===== src/rtl/trng_pkg.sv =====
package trng_pkg;

    localparam logic [31:0] CMD_RESET   = 32'h0000_0001;
    localparam logic [31:0] CMD_RELEASE = 32'h0000_0002;
    localparam logic [31:0] CMD_ENABLE  = 32'h8000_0000;
    localparam logic [31:0] CMD_ZEROIZE = 32'h8000_0004;
    localparam logic [31:0] CMD_ZACK    = 32'h8000_0008;
    localparam logic [31:0] CMD_RDACK   = 32'h8000_000F;

    localparam logic [7:0] SC_NONE   = 8'h00;
    localparam logic [7:0] SC_RSTACK = 8'hAC;
    localparam logic [7:0] SC_TESTOK = 8'h57;
    localparam logic [7:0] SC_FAIL   = 8'hFA;
    localparam logic [7:0] SC_AVAIL  = 8'hED;

    typedef enum logic [3:0] {
        S_IDLE, S_RSTWAIT, S_RSTACK, S_RELEASED, S_ENABLED, S_SELFTEST,
        S_TESTOK, S_TESTFAIL, S_GEN, S_AVAIL, S_CONSUMED
    } fsm_e;

    typedef enum logic [2:0] {
        C_NONE, C_RESET, C_RELEASE, C_ENABLE, C_ZEROIZE, C_ZACK, C_RDACK
    } cmd_e;

endpackage


===== src/rtl/trng_cmd_dec.sv =====
module trng_cmd_dec
    import trng_pkg::*;
#(
    parameter int ADDR_W = 4
) (
    input  logic              we,
    input  logic [ADDR_W-1:0] addr,
    input  logic [31:0]       wdata,
    output cmd_e              cmd
);
    always_comb begin
        cmd = C_NONE;
        if (we && addr == '0) begin
            case (wdata)
                CMD_RESET:   cmd = C_RESET;
                CMD_RELEASE: cmd = C_RELEASE;
                CMD_ENABLE:  cmd = C_ENABLE;
                CMD_ZEROIZE: cmd = C_ZEROIZE;
                CMD_ZACK:    cmd = C_ZACK;
                CMD_RDACK:   cmd = C_RDACK;
                default:     cmd = C_NONE;
            endcase
        end
    end
endmodule


===== src/rtl/trng_lfsr.sv =====
module trng_lfsr #(
    parameter int          W    = 32,
    parameter logic [31:0] POLY = 32'h8020_0003,
    parameter logic [31:0] SEED = 32'h1ACE_B00C
) (
    input  logic         clk,
    input  logic         rst,
    input  logic         load,
    input  logic         step,
    output logic [W-1:0] word
);
    logic [W-1:0] x_q;

    always_ff @(posedge clk) begin
        if (rst || load)
            x_q <= SEED[W-1:0];
        else if (step)
            x_q <= (x_q >> 1) ^ ({W{x_q[0]}} & POLY[W-1:0]);
    end

    assign word = x_q;
endmodule


===== src/rtl/trng_selftest.sv =====
module trng_selftest #(
    parameter int W       = 32,
    parameter int SAMPLES = 1024
) (
    input  logic         clk,
    input  logic         rst,
    input  logic         clear,
    input  logic         run,
    input  logic [W-1:0] word,
    output logic         done,
    output logic         fail
);
    localparam int SW = $clog2(SAMPLES + 1);

    logic [SW-1:0] cnt_q;
    logic [W-1:0]  prev_q;
    logic          fail_q;
    logic          bad_now;

    always_comb begin
        bad_now = (word == '0) || (word == '1) || (cnt_q != '0 && word == prev_q);
    end

    always_ff @(posedge clk) begin
        if (rst || clear) begin
            cnt_q  <= '0;
            prev_q <= '0;
            fail_q <= 1'b0;
        end else if (run) begin
            cnt_q  <= cnt_q + SW'(1);
            prev_q <= word;
            if (bad_now)
                fail_q <= 1'b1;
        end
    end

    assign done = (cnt_q == SW'(SAMPLES));
    assign fail = fail_q;
endmodule


===== src/rtl/trng_ctrl_fsm.sv =====
module trng_ctrl_fsm
    import trng_pkg::*;
#(
    parameter int RST_CYC = 25000
) (
    input  logic       clk,
    input  logic       rst,
    input  cmd_e       cmd,
    input  logic       test_done,
    input  logic       test_fail,
    output logic [7:0] stat_code,
    output logic       zeroize,
    output logic       test_run,
    output logic       gen,
    output logic       avail
);
    localparam int CW = (RST_CYC > 1) ? $clog2(RST_CYC) : 1;

    fsm_e          st_q, st_d;
    logic [CW-1:0] cnt_q;

    always_ff @(posedge clk) begin
        if (rst) begin
            st_q  <= S_IDLE;
            cnt_q <= '0;
        end else begin
            st_q <= st_d;
            if (st_q != S_RSTWAIT || cmd == C_RESET)
                cnt_q <= '0;
            else
                cnt_q <= cnt_q + CW'(1);
        end
    end

    always_comb begin
        st_d = st_q;
        if (cmd == C_RESET) begin
            st_d = S_RSTWAIT;
        end else begin
            unique case (st_q)
                S_IDLE:     st_d = S_IDLE;
                S_RSTWAIT:  if (cnt_q == CW'(RST_CYC - 1)) st_d = S_RSTACK;
                S_RSTACK:   if (cmd == C_RELEASE) st_d = S_RELEASED;
                S_RELEASED: if (cmd == C_ENABLE)  st_d = S_ENABLED;
                S_ENABLED:  if (cmd == C_ZEROIZE) st_d = S_SELFTEST;
                S_SELFTEST: if (test_done) st_d = test_fail ? S_TESTFAIL : S_TESTOK;
                S_TESTOK:   if (cmd == C_ZACK)    st_d = S_GEN;
                S_TESTFAIL: st_d = S_TESTFAIL;
                S_GEN:      st_d = S_AVAIL;
                S_AVAIL:    if (cmd == C_RDACK)   st_d = S_CONSUMED;
                S_CONSUMED: if (cmd == C_ENABLE)  st_d = S_GEN;
                default:    st_d = S_IDLE;
            endcase
        end
    end

    always_comb begin
        zeroize  = (st_q == S_ENABLED) && (cmd == C_ZEROIZE);
        test_run = (st_q == S_SELFTEST) && !test_done;
        gen      = (st_q == S_GEN);
        avail    = (st_q == S_AVAIL);
        unique case (st_q)
            S_RSTACK, S_RELEASED, S_ENABLED: stat_code = SC_RSTACK;
            S_TESTOK:                        stat_code = SC_TESTOK;
            S_TESTFAIL:                      stat_code = SC_FAIL;
            S_AVAIL:                         stat_code = SC_AVAIL;
            default:                         stat_code = SC_NONE;
        endcase
    end
endmodule


===== src/rtl/trng_host_if.sv =====
module trng_host_if
    import trng_pkg::*;
#(
    parameter int          ADDR_W       = 4,
    parameter int          RST_CYC      = 25000,
    parameter int          TEST_SAMPLES = 1024,
    parameter logic [31:0] POLY         = 32'h8020_0003,
    parameter logic [31:0] SEED         = 32'h1ACE_B00C
) (
    input  logic              clk,
    input  logic              rst,
    input  logic [ADDR_W-1:0] addr,
    input  logic              we,
    input  logic [31:0]       wdata,
    output logic [31:0]       rdata
);
    localparam logic [ADDR_W-1:0] OFS_DATA = ADDR_W'(0);
    localparam logic [ADDR_W-1:0] OFS_STAT = ADDR_W'(4);

    cmd_e        cmd;
    logic [7:0]  stat_code;
    logic        zeroize, test_run, gen, avail, test_done, test_fail;
    logic [31:0] lfsr_word;
    logic [31:0] word_q;

    trng_cmd_dec #(.ADDR_W(ADDR_W)) u_dec (
        .we(we), .addr(addr), .wdata(wdata), .cmd(cmd)
    );

    trng_ctrl_fsm #(.RST_CYC(RST_CYC)) u_fsm (
        .clk(clk), .rst(rst), .cmd(cmd),
        .test_done(test_done), .test_fail(test_fail),
        .stat_code(stat_code), .zeroize(zeroize), .test_run(test_run),
        .gen(gen), .avail(avail)
    );

    trng_lfsr #(.W(32), .POLY(POLY), .SEED(SEED)) u_lfsr (
        .clk(clk), .rst(rst), .load(zeroize), .step(test_run | gen),
        .word(lfsr_word)
    );

    trng_selftest #(.W(32), .SAMPLES(TEST_SAMPLES)) u_test (
        .clk(clk), .rst(rst), .clear(zeroize), .run(test_run),
        .word(lfsr_word), .done(test_done), .fail(test_fail)
    );

    always_ff @(posedge clk) begin
        if (rst || zeroize)
            word_q <= '0;
        else if (gen)
            word_q <= lfsr_word;
    end

    always_comb begin
        rdata = '0;
        if (addr == OFS_DATA)
            rdata = avail ? word_q : '0;
        else if (addr == OFS_STAT)
            rdata = {24'h0, stat_code};
    end
endmodule


===== config.mk =====
export PLATFORM = sky130hd
export DESIGN_NAME = trng_host_if
export DESIGN_NICKNAME = d
export VERILOG_FILES = /design/src/rtl/trng_pkg.sv /design/src/rtl/trng_cmd_dec.sv /design/src/rtl/trng_lfsr.sv /design/src/rtl/trng_selftest.sv /design/src/rtl/trng_ctrl_fsm.sv /design/src/rtl/trng_host_if.sv
export SDC_FILE = /design/constraint.sdc
export NUM_CORES = 1
export LEC_CHECK = 0
export ABC_AREA = 1
export BUFFER_PORTS_ARGS = -buffer_cell sky130_fd_sc_hd__buf_4
export CORE_ASPECT_RATIO = 0.75
export CORE_MARGIN = 2
export CORE_UTILIZATION = 30
export CTS_BUF_LIST = sky130_fd_sc_hd__clkbuf_16
export CTS_CLUSTER_DIAMETER = 120
export CTS_CLUSTER_SIZE = 30
export DETAILED_ROUTE_END_ITERATION = 8
export GPL_TIMING_DRIVEN = 1
export HOLD_SLACK_MARGIN = 0.1
export SYNTH_ARGS = -nofsm -noshare
export SYNTH_HDL_FRONTEND = slang
export SYNTH_HIERARCHICAL = 1
export SYNTH_SLANG_ARGS = --single-unit

===== constraint.sdc =====
create_clock -name clk -period 5.95 [get_ports clk]
set_clock_uncertainty 0.1 [all_clocks]
set_input_delay 0.595 -clock clk [delete_from_list [all_inputs] [get_ports clk]]
set_output_delay 0.595 -clock clk [all_outputs]
set_load 0.01 [all_outputs]

==> results by group <==
Critical path
  – Worst Setup SP: u_test/cnt_q[0]$_SDFFE_PP0P_
  – CP Capture Type: flop
  – Most used cell, CP: nand2_1
  – Critical path fanouts, max: 68
  – Bufs and invs on worst path: 5
  – Delay-heaviest family, CP: simple AND/OR/NAND/NOR gates
  – Reg-to-Reg End: u_lfsr/word[7]$_SDFFE_PP0P_
  – Reg-to-reg slack, setup: 2.62 ns
  – Crit path to: u_lfsr/word[7]$_SDFFE_PP0P_
  – Worst-path cell chain: inv_2 -> ha_1 -> nand2_1 -> nor3_1 -> nand2_1 -> nor4_1 -> inv_1 -> nand2_4 -> clkinv_1 -> buf_4 -> or2_2 -> inv_2 -> nand2_1 -> a21oi_2
  – Setup CP Type: reg -> reg
  – Reg-to-reg startpoint: u_test/cnt_q[0]$_SDFFE_PP0P_
  – Nature of the critical path startpoint: flop
  – Critical Path Max Stage Delay: 0.64 ns
  – Critical Path AT: 3.58 ns
  – Slowest CP cell: or2_2
  – Req. time, crit path: 6.19 ns
  – Reg2reg path depth: 14
  – Critical path depth: 14

Timing
  – Period minus WS final: 3.332 ns
  – Final hold vios: 0
  – TNS Setup: 0 ns
  – Final Max Tran Viols: 0
  – Post-route clock period utilization: 0.5600
  – RSZ-0062 raised after global routing: false
  – Max transition margin: 0.3243
  – Setup violators final: 0
  – Max Freq: 300.1 MHz
  – Worst Tran Pin Value: 1.013 ns

Global routing
  – Routing usage on met1: 0.2114
  – Vias in the first global route: 5643
  – First-pass GRT wire length: 27880 um
  – Initial antenna violation count: 0
  – M3 GR Usage: 0.03322
  – Global route hottest layer: met1
  – Grt total ovfl: 0
  – Met2 Resource Use GR: 0.1924
  – GRT Util Overall: 0.1396
  – Largest net degree at the start of global routing: 69

Logic synthesis
  – Post-synth top cells: nand2_1, nor2_1, inv_1
  – Yosys top cell area share: 0.3642
  – Ys flop type: dfxtp_1
  – Synth area leader: dfxtp_1
  – Async SR Flop Fraction: 0
  – Post-Synthesis Cells: 1058
  – Warning count from the yosys run: 6
  – Count leader, synth: nand2_1
  – Post-Syn Nets: 1100
  – Sequential area share after synthesis: 0.3642
  – Mapped Area: 6982 um^2
  – Ranking of synthesized cells by area: dfxtp_1, nand2_1, nor2_1, inv_1, nor2_4
  – Post-synth cell types: 38
  – Mean Syn Cell Area: 6.599 um^2
  – EDFF count, synth: 0
  – FF+latch count, synth: 127

Pwr
  – Total power: 2.812 mW
  – Power Dens Cells: 341.9 nW/um^2
  – LEAKAGE: 3.437 nW
  – Maximum VDD drop: 0.1879 mV

Clocking
  – Clock Latency Late Sink: 0.41 ns
  – CTS H-tree depth: 4
  – Total CTS buffers: 17
  – Clock slew at reported path FFs: 0.06 ns
  – CTS tree: built
  – Clk Tree Root Cell: clkbuf_16
  – Post-CTS setup buffers: 0
  – Sink Count: 127
  – # resized after CTS: 0
  – # hold bufs at CTS: 0
  – Max Buffers Root-to-Sink: 2

Floorplan
  – Die height: 136.1 um
  – Starting density of the core: 0.3043
  – I/O pin total: 71
  – Die area: 24520 um^2
  – Core Area: 22940 um^2
  – Row cnt: 48
  – Die Wd: 180.2 um

Layout
  – Final core utilization: 0.3585
  – Final net count: 1155
  – Antenna cells: 0
  – Share of cells above drive strength 1: 0.1744
  – FF/Latch Area: 2542 um^2
  – Area grow syn2layout: 17.81%
  – Final std cells w/o fill: 1424
  – Multi-input logic area: 3630 um^2
  – Design area: 8225 um^2
  – Fill cells: 2444

Job
  – MaxCap Viol Count: 0

Route
  – Drt first pass iters: 5
  – Iter 0 DRT Violations: 575
  – Remaining DRCs: 0
  – Vias per inst: 4.522
  – Final antenna-violating net count: 0
  – Routed vias: 6440
  – Detailed Route WL: 16600 um
  – Wire per inst: 11.65 um

Min path
  – Min-Delay Path Class: reg -> reg

Place
  – Post-Place Cell Area: 7681 um^2
  – Post-DP HPWL: 12010 um
  – Gp weighted congestion: 0.8226
  – Port-buffer cells: 70
  – Placed cells: 1394

Run status
  – Outcome: completed
[layer usage]
metal  wire [um]  vias up
met4         116        0
met1        9010     2880
li1            -     3418
met3         883       10
met5           0        -
met2        6584      132
[report_power, final]
part | internal [mW] | switching (mW)
Sequential | 0.994 | 0.176
Clock | 0.569 | 0.390
Combinational | 0.246 | 0.437
Total | 1.81 | 1.00
[tightest hold or removal path: cells and delay by family, from the launching register on]
family                 cells  cell delay [ns]
buffers and inverters      1             0.06
DFF                        1             0.31
AOI/OAI and AO/OA          1             0.05
[area by class of cell]
class,instances,area share
Clock buffer,17,0.05172
Clock inverter,13,0.01445
Inverter,154,0.07028
Multi-Input combinational cell,739,0.4413
Sequential cell,127,0.3091
Tap cell,300,0.04563
Timing Repair Buffer,74,0.06754
[metrics by stage]
step	worst slack (ns)	hold WS (ns)
floorplan	3.400	0.3301
global placement	2.662	0.3478
detailed placement	2.610	0.3573
CTS	2.638	0.3668
global route	2.326	0.3850
finish	2.618	0.3630
[flip-flops by register name, indices dropped and copies added, names as in the netlist]
register	cells
u_fsm/cnt_q	15
u_fsm/st_q	4
u_test/fail	1
u_lfsr/word	32
u_test/cnt_q	11
word_q	32
u_test/prev_q	32
[cell usage in the layout (no fill, tap or decap), types with 3 or more instances in the layout]
| master | count |
|---|---|
| clkbuf_16 | 17 |
| nand2_1 | 265 |
| nor2_1 | 155 |
| xnor2_1 | 12 |
| nor3_1 | 12 |
| clkinvlp_4 | 6 |
| o211ai_1 | 3 |
| inv_1 | 130 |
| nand4_1 | 23 |
| inv_2 | 22 |
| nor2_2 | 10 |
| o21ai_0 | 23 |
| dfxtp_1 | 127 |
| o21ai_1 | 53 |
| a21oi_1 | 58 |
| buf_4 | 74 |
| nand2_4 | 5 |
| nor2_4 | 28 |
| clkinv_1 | 3 |
| ha_1 | 3 |
| a21oi_2 | 14 |
| nand2_2 | 7 |
| nand3_1 | 54 |
[worst min path at each step]
stage / from / end / slack [ns] / cells after the start
CTS: u_test/fail$_SDFFE_PP0P_ / u_test/fail$_SDFFE_PP0P_ / 0.37 / 2
detailed placement: u_fsm/cnt_q[0]$_SDFF_PP0_ / u_fsm/cnt_q[0]$_SDFF_PP0_ / 0.36 / 1
global placement: u_fsm/cnt_q[0]$_SDFF_PP0_ / u_fsm/cnt_q[0]$_SDFF_PP0_ / 0.35 / 1
global route: word_q[31]$_SDFFE_PP0P_ / word_q[31]$_SDFFE_PP0P_ / 0.38 / 2
floorplan: u_test/fail$_SDFFE_PP0P_ / u_test/fail$_SDFFE_PP0P_ / 0.33 / 2
finish: u_fsm/cnt_q[14]$_SDFF_PP0_ / u_fsm/cnt_q[14]$_SDFF_PP0_ / 0.36 / 2
[cells by family (layout without fill, tap and decap cells)]
| kind of cell | after synthesis | after routing | share of synthesized area |
|---|---|---|---|
| AND/OR/NAND/NOR | 567 | 567 | 0.3740 |
| flip-flops | 127 | 127 | 0.3642 |
| buffers and inverters | 192 | 258 | 0.1167 |
| AO/OA/AOI/OAI | 155 | 155 | 0.1222 |
| XOR/XNOR | 14 | 14 | 0.01756 |
| adder cells (fa/ha/maj) | 3 | 3 | 0.005377 |
Power figures use the tool's default switching activity.
